## config.mk

```make
export PLATFORM = sky130hd
export DESIGN_NAME = bus_exchanger
export DESIGN_NICKNAME = d
export VERILOG_FILES = /design/src/rtl/bx_pkg.sv /design/src/rtl/bx_lane_reg.sv /design/src/rtl/bx_ctrl_reg.sv /design/src/rtl/bx_return_reg.sv /design/src/rtl/bus_exchanger.sv
export SDC_FILE = /design/constraint.sdc
export NUM_CORES = 1
export LEC_CHECK = 0
export ABC_AREA = 1
export BUFFER_PORTS_ARGS = -buffer_cell sky130_fd_sc_hd__buf_2
export CELL_PAD_IN_SITES_DETAIL_PLACEMENT = 1
export CELL_PAD_IN_SITES_GLOBAL_PLACEMENT = 1
export CORE_AREA = 3 3 79 81
export CTS_BUF_LIST = sky130_fd_sc_hd__clkbuf_4 sky130_fd_sc_hd__clkbuf_8 sky130_fd_sc_hd__clkbuf_16
export CTS_CLUSTER_SIZE = 8
export DETAILED_ROUTE_END_ITERATION = 16
export DIE_AREA = 0 0 82 84
export GPL_TIMING_DRIVEN = 0
export PLACE_DENSITY_LB_ADDON = 0.1
export SYNTH_ARGS = -nofsm -noshare
export SYNTH_HDL_FRONTEND = slang
export SYNTH_SLANG_ARGS = --single-unit
```

## constraint.sdc

```tcl
create_clock -name clk_i -period 1 [get_ports clk_i]
set_clock_uncertainty 0.05 [all_clocks]
set_input_delay 0.1 -clock clk_i [delete_from_list [all_inputs] [get_ports clk_i]]
set_output_delay 0.1 -clock clk_i [all_outputs]
set_load 0.03 [all_outputs]
```

## src/rtl/bx_pkg.sv

```systemverilog
package bx_pkg;
  typedef struct packed {
    logic sel;
    logic drv_a;
    logic drv_b1;
    logic drv_b2;
  } bx_ctrl_t;

  localparam bx_ctrl_t BX_CTRL_RST = '{sel: 1'b1, drv_a: 1'b0, drv_b1: 1'b0, drv_b2: 1'b0};
endpackage

```

## src/rtl/bx_lane_reg.sv

```systemverilog
module bx_lane_reg #(
  parameter int unsigned DATA_W = 12
) (
  input  logic              clk_i,
  input  logic              rst_ni,
  input  logic              ld_ni,
  input  logic [DATA_W-1:0] d_i,
  output logic [DATA_W-1:0] q_o
);
  logic [DATA_W-1:0] q_q;

  always_ff @(posedge clk_i or negedge rst_ni) begin
    if (!rst_ni)     q_q <= '0;
    else if (!ld_ni) q_q <= d_i;
  end

  assign q_o = q_q;
endmodule

```

## src/rtl/bx_ctrl_reg.sv

```systemverilog
module bx_ctrl_reg
  import bx_pkg::*;
(
  input  logic     clk_i,
  input  logic     rst_ni,
  input  logic     sel_i,
  input  logic     oe_a_ni,
  input  logic     oe_b1_ni,
  input  logic     oe_b2_ni,
  output bx_ctrl_t ctrl_o
);
  bx_ctrl_t ctrl_d, ctrl_q;

  always_comb begin
    ctrl_d.sel    = sel_i;
    ctrl_d.drv_a  = ~oe_a_ni;
    ctrl_d.drv_b1 = ~oe_b1_ni;
    ctrl_d.drv_b2 = ~oe_b2_ni;
  end

  // outputs stay undriven until the first edge after reset
  always_ff @(posedge clk_i or negedge rst_ni) begin
    if (!rst_ni) ctrl_q <= BX_CTRL_RST;
    else         ctrl_q <= ctrl_d;
  end

  assign ctrl_o = ctrl_q;
endmodule

```

## src/rtl/bx_return_reg.sv

```systemverilog
module bx_return_reg #(
  parameter int unsigned DATA_W = 12,
  parameter int unsigned LANES  = 2
) (
  input  logic                         clk_i,
  input  logic                         rst_ni,
  input  logic                         sel_q_i,
  input  logic [LANES-1:0][DATA_W-1:0] lane_i,
  output logic [DATA_W-1:0]            q_o
);
  logic [DATA_W-1:0] pick;
  logic [DATA_W-1:0] q_q;

  // select 1 picks lane index 0, select 0 picks lane index 1
  assign pick = sel_q_i ? lane_i[0] : lane_i[1];

  always_ff @(posedge clk_i or negedge rst_ni) begin
    if (!rst_ni) q_q <= '0;
    else         q_q <= pick;
  end

  assign q_o = q_q;
endmodule

```

## src/rtl/bus_exchanger.sv

```systemverilog
module bus_exchanger
  import bx_pkg::*;
#(
  parameter int unsigned DATA_W = 12
) (
  input  logic              clk_i,
  input  logic              rst_ni,
  input  logic [DATA_W-1:0] a_i,
  output logic [DATA_W-1:0] a_o,
  output logic              a_drv_o,
  input  logic              ld1_ni,
  input  logic              ld2_ni,
  input  logic [DATA_W-1:0] b1_i,
  input  logic [DATA_W-1:0] b2_i,
  output logic [DATA_W-1:0] b1_o,
  output logic [DATA_W-1:0] b2_o,
  output logic              b1_drv_o,
  output logic              b2_drv_o,
  input  logic              sel_i,
  input  logic              oe_a_ni,
  input  logic              oe_b1_ni,
  input  logic              oe_b2_ni
);
  localparam int unsigned LANES = 2;

  bx_ctrl_t                    ctrl;
  logic [LANES-1:0]            lane_ld_n;
  logic [LANES-1:0][DATA_W-1:0] lane_q;
  logic [LANES-1:0][DATA_W-1:0] lane_in;

  assign lane_ld_n = {ld2_ni, ld1_ni};
  assign lane_in   = {b2_i, b1_i};

  bx_ctrl_reg u_ctrl (
    .clk_i    (clk_i),
    .rst_ni   (rst_ni),
    .sel_i    (sel_i),
    .oe_a_ni  (oe_a_ni),
    .oe_b1_ni (oe_b1_ni),
    .oe_b2_ni (oe_b2_ni),
    .ctrl_o   (ctrl)
  );

  for (genvar g = 0; g < LANES; g++) begin : g_lane
    bx_lane_reg #(.DATA_W(DATA_W)) u_lane (
      .clk_i  (clk_i),
      .rst_ni (rst_ni),
      .ld_ni  (lane_ld_n[g]),
      .d_i    (a_i),
      .q_o    (lane_q[g])
    );
  end

  bx_return_reg #(.DATA_W(DATA_W), .LANES(LANES)) u_ret (
    .clk_i   (clk_i),
    .rst_ni  (rst_ni),
    .sel_q_i (ctrl.sel),
    .lane_i  (lane_in),
    .q_o     (a_o)
  );

  assign b1_o     = lane_q[0];
  assign b2_o     = lane_q[1];
  assign a_drv_o  = ctrl.drv_a;
  assign b1_drv_o = ctrl.drv_b1;
  assign b2_drv_o = ctrl.drv_b2;
endmodule

```

Word level (Yosys, flattened, before mapping). Cells that the tools add are included.

Register bits: 40. Bits in latches: 0. Memories kept: 0. Word-level logic and storage cells: 11. Memory bits (writable): 0. Memory bits (read-only): 0.

Equal/unequal tests: 0. Bitwise logic cells: 3. Div/mod/pow operators: 0. Mux-type cells: 1. Reduce and logical (&&, ||, !) cells: 0. Shift operators: 0. Add/subtract/negate cells: 0. Magnitude comparators: 0. Multipliers: 0.

Operators by type and width (number): $mux 12 (1); $not 1->1 (3).

Logic depth before layout (Yosys ltp).
Depth in word-level cells: 1. Depth in mapped cells: 4.

Modules after synthesis. A second synthesis with hierarchy kept.

Cells, all modules: 160. Area, all modules: 1486.4 µm².

Modules (own cells, without submodules): bx_lane_reg (cells each 51, instances 2, area each 457.9 µm²); bx_return_reg (cells each 51, instances 1, area each 457.9 µm²); bx_ctrl_reg (cells each 7, instances 1, area each 112.6 µm²).

Worst setup path after synthesis. Ideal clock, no wire load.

Kind: register to register. Start point: register u_ctrl.ctrl_q (netlist bit u_ctrl.ctrl_o[3]). End point: register u_ret.q_q[0], in the netlist u_ret.q_o[0]. Arrival time: 780 ps. Library setup time: 116 ps. Stages on the path, launching flop included: 5. Path slack: 53 ps. Cell sequence: dfstp_2 > inv_2 > buf_6 > nand2_1 > nand2_1.

Word-level cells in the longest chain between the ends: 1.

RTL lines: start, declared (RTL line bx_ctrl_reg.sv:12) `bx_ctrl_t ctrl_d, ctrl_q;`; start signal, assigned (RTL line bx_ctrl_reg.sv:24) `else ctrl_q <= ctrl_d;`; $mux 12 (RTL line bx_return_reg.sv:15) `assign pick = sel_q_i ? lane_i[0] : lane_i[1];`; named net u_ret.pick[0] (RTL line bx_return_reg.sv:11) `logic [DATA_W-1:0] pick;`; end signal, assigned (RTL line bx_return_reg.sv:19) `else q_q <= pick;`; end, declared (RTL line bx_return_reg.sv:12) `logic [DATA_W-1:0] q_q;`.

The timed path passes the listed nets, and every way through them passes these cells. A chain may end at the register's enable or synchronous reset.

Worst setup path in the final report.
Start point: register g_lane[1].u_lane.q_q[11]. End point: output port b2_o[11].

RTL lines: start, declared (RTL line bx_lane_reg.sv:10) `logic [DATA_W-1:0] q_q;`; start signal, assigned (RTL line bx_lane_reg.sv:14) `else if (!ld_ni) q_q <= d_i;`; end, declared (RTL line bus_exchanger.sv:16) `output logic [DATA_W-1:0] b2_o,`.

No word-level cell between the ends.

==> results.md <==
| Metric | Value | Unit |
|:---|:---|:---|
| Setup-failing EPs final | 0 | - |
| CTS buffer count | 5 | - |
| Core region area | 5540 | µm² |
| Final setup slack of the worst path | 9.14 | ps |
| Maximum number of pins on one net before global-route repair | 41 | - |
| Chip height | 84 | µm |
| Number of global-route vias before repair | 1636 | - |
| Synth Area per Inst | 9.29 | µm² |
| Relative slew margins | 38.7 | % |
| Final std cells w/o fill | 376 | - |
| Reg-to-reg startpoint | u_ctrl.ctrl_o[3]$_DFF_PN1_ | - |
| Delay of the slowest cell on the worst path | 410 | ps |
| Avg WL per Cell | 13.4 | µm |
| Post-synthesis instance area | 1490 | µm² |
| FF-to-FF End | u_ret.q_o[8]$_DFF_PN0_ | - |
| Logic depth of the worst setup path including buffers | 1 | - |
| Reg-to-reg slack, setup | 30 | ps |
| Number of antenna violations at the first check in global routing | 0 | - |
| Fin. Hold Viols | 39 | - |
| Congestion Overflow GR | 0 | - |
| Clock root buffer | sky130_fd_sc_hd__clkbuf_8 | - |
| Clock tree from TritonCTS | yes | - |
| Final wirelength | 5050 | µm |
| Leak | 1.54 | nW |
| Crit-path max FO | 2 | - |
| Total Die Area | 6890 | µm² |
| # Max-Cap Violations | 0 | - |
| Boundary pin count | 83 | - |
| Std cell rows | 27 | - |
| Detailed-route vias per instance | 4.05 | - |
| Power density cells | 1400 | nW/µm² |
| Number of nets in the finished design | 348 | - |
| Maximum frequency from static timing analysis | 1010 | MHz |
| Post-layout min period | 991 | ps |
| Worst path required time | 850 | ps |
| Total iterations of the first detailed-routing run | 4 | - |
| GRT Total Usage | 15.3 | % |
| Finished Cell Area | 2800 | µm² |
| Capture point of the critical path | b2_o[11] | - |
| Placed cell count | 314 | - |
| Slowest cell on the critical path | sky130_fd_sc_hd__dfrtp_1 | - |
| Post-DP HPWL | 2930 | µm |
| Initial cell density of the core | 26.8 | % |
| CTS Hold Buffers Added | 40 | - |
| Overall power after layout | 0.00392 | W |
| Portion of the post-synthesis area used by sequential elements | 67.4 | % |
| Count of clock tree sinks | 40 | - |
| #FFs+latches synth | 40 | - |
| Fraction of layout cells with a size suffix above 1 | 37.5 | % |
| Global placer's final weighted congestion | 0.664 | - |
| Worst-path cell chain | buf_6 | - |
| Worst hold slack across all endpoints | -99.5 | ps |
| Worst path buffer plus inverter count | 1 | - |
| Launching instance or port of the critical path | g_lane[1].u_lane.q_o[11]$_DFFE_PN0N_ | - |
| Max-slew violation total from the final report | 0 | - |
| Global-route wire length before repair | 7930 | µm |
| Outcome | finished with violations | - |
| Number of vias after detailed routing | 1524 | - |
| Number of cell instances on the worst register-to-register path | 3 | - |
| Chip width | 82 | µm |
| Number of antenna cells inserted | 0 | - |
| Yosys warning count | 0 | - |
| Critical path capture point type | primary output | - |
| RSZ-0062 raised after global routing | yes | - |
| Data arrival, critical path | 840 | ps |
| Register clock-pin slew on the reported worst setup and hold paths | 70 | ps |
| Instance count of the mapped netlist | 160 | - |
| Worst setup timing slack at the placement stage | -9.90 | ps |
| Unique masters post-synth | 7 | - |
| Initial DRC count | 32 | - |
| Layout overhead on the synthesized area | 88.0 | % |
| Post-route DRC | 0 | - |
| Core utilization of the finished layout | 50.5 | % |
| Actual slew at the worst max-slew pin | 920 | ps |
| Clk buf depth | 2 | - |
| Placed Instance Area | 1990 | µm² |
| Skew-Pair Late Insertion Delay | 280 | ps |
| Buffers added on ports | 82 | - |
| Number of H-tree levels | 2 | - |
| Crit-path leading delay family | flip-flops | - |
| Final worst path period share | 99.1 | % |
| Type of the worst setup path | reg -> out | - |
| Maximum VDD drop | 0.000668 | V |
| Failing checks | negative hold slack | - |
| Type of the tightest min-delay check | in -> async | - |
| Number of antenna-violating nets in the routed design | 0 | - |
| Post-synthesis net count | 204 | - |
| Critical path startpoint category | flip-flop | - |
[placed cells by master, fill, tap and decap left out]
| master | count |
|---|---|
| sky130_fd_sc_hd__inv_1 | 3 |
| sky130_fd_sc_hd__clkbuf_8 | 5 |
| sky130_fd_sc_hd__clkbuf_4 | 1 |
| sky130_fd_sc_hd__dfrtp_1 | 39 |
| sky130_fd_sc_hd__buf_2 | 46 |
| sky130_fd_sc_hd__dfstp_2 | 1 |
| sky130_fd_sc_hd__nand2_1 | 108 |
| sky130_fd_sc_hd__inv_2 | 3 |
| sky130_fd_sc_hd__dlygate4sd3_1 | 40 |
| sky130_fd_sc_hd__buf_4 | 21 |
| sky130_fd_sc_hd__buf_6 | 36 |
| sky130_fd_sc_hd__clkinv_2 | 1 |
[kinds of logic after synthesis]
group	share of synthesized area, %
buffers and inverters	5.30
flip-flops	67.4
AND/OR/NAND/NOR	27.3
[cells in the mapped netlist (all sizes together)]
library cell | number | share of area, %
nand2 | 108 | 27
dfstp | 1 | 1.8
dfrtp | 39 | 66
buf | 6 | 3.8
inv | 6 | 1.5
[report_power, final]
| group | switching (W) | internal (W) |
|---|---|---|
| combinational | 0.000550 | 0.000526 |
| clock | 0.000504 | 0.000501 |
| sequential | 0.0000848 | 0.00175 |
[through the flow]
stage	hold slack (ps)	TNS (ps)
global placement	155	-24.7
global route	-43.4	-648
detailed placement	157	-14.6
floorplan	-246	0
finish	-99.5	0
CTS	-68.1	0
[registers in the layout (all words and copies together), names as in the netlist]
| name | flops |
|---|---|
| u_ret.q_o | 12 |
| g_lane.u_lane.q_o | 24 |
| u_ctrl.ctrl_o | 4 |
[routing by layer]
metal / wire length (µm) / GRT usage [%] / vias to the layer above
li1: - / - / 758
met3: 362 / 6.48 / 2
met1: 1980 / 17.9 / 711
met2: 2680 / 25.3 / 53
met4: 21 / 3.63 / 0
met5: 0 / 0 / -
[final cells by class]
class | count | area [µm²]
Buffer | 5 | 48.8
Clock buffer | 6 | 76.3
Timing Repair Buffer | 138 | 1140
Inverter | 6 | 22.5
Clock inverter | 1 | 5.00
Fill cell | 648 | 2750
Tap cell | 72 | 90.1
Sequential cell | 40 | 1000
Multi-Input combinational cell | 108 | 405
[what timing repair did]
action | in CTS | in global routing
endpoints found under the setup margin | 34 | 48
setup buffers | 7 | 9
endpoints found under the hold margin | 79 | 39
gates resized for setup | 38 | 44
[how the worst min path moves through the flow]
stage            from                                  end  slack [ps]  cells past startpoint
2_1_floorplan  rst_ni  g_lane[0].u_lane.q_o[0]$_DFFE_PN0N_        -250                      0
3_3_place_gp    sel_i           u_ctrl.ctrl_o[3]$_DFF_PN1_         160                      1
3_5_place_dp    sel_i           u_ctrl.ctrl_o[3]$_DFF_PN1_         160                      1
4_1_cts        rst_ni  g_lane[1].u_lane.q_o[4]$_DFFE_PN0N_         -70                      1
5_1_grt        rst_ni  g_lane[1].u_lane.q_o[5]$_DFFE_PN0N_         -40                      1
6_report       rst_ni  g_lane[1].u_lane.q_o[4]$_DFFE_PN0N_        -100                      1
(Power assumes the default switching activity.)
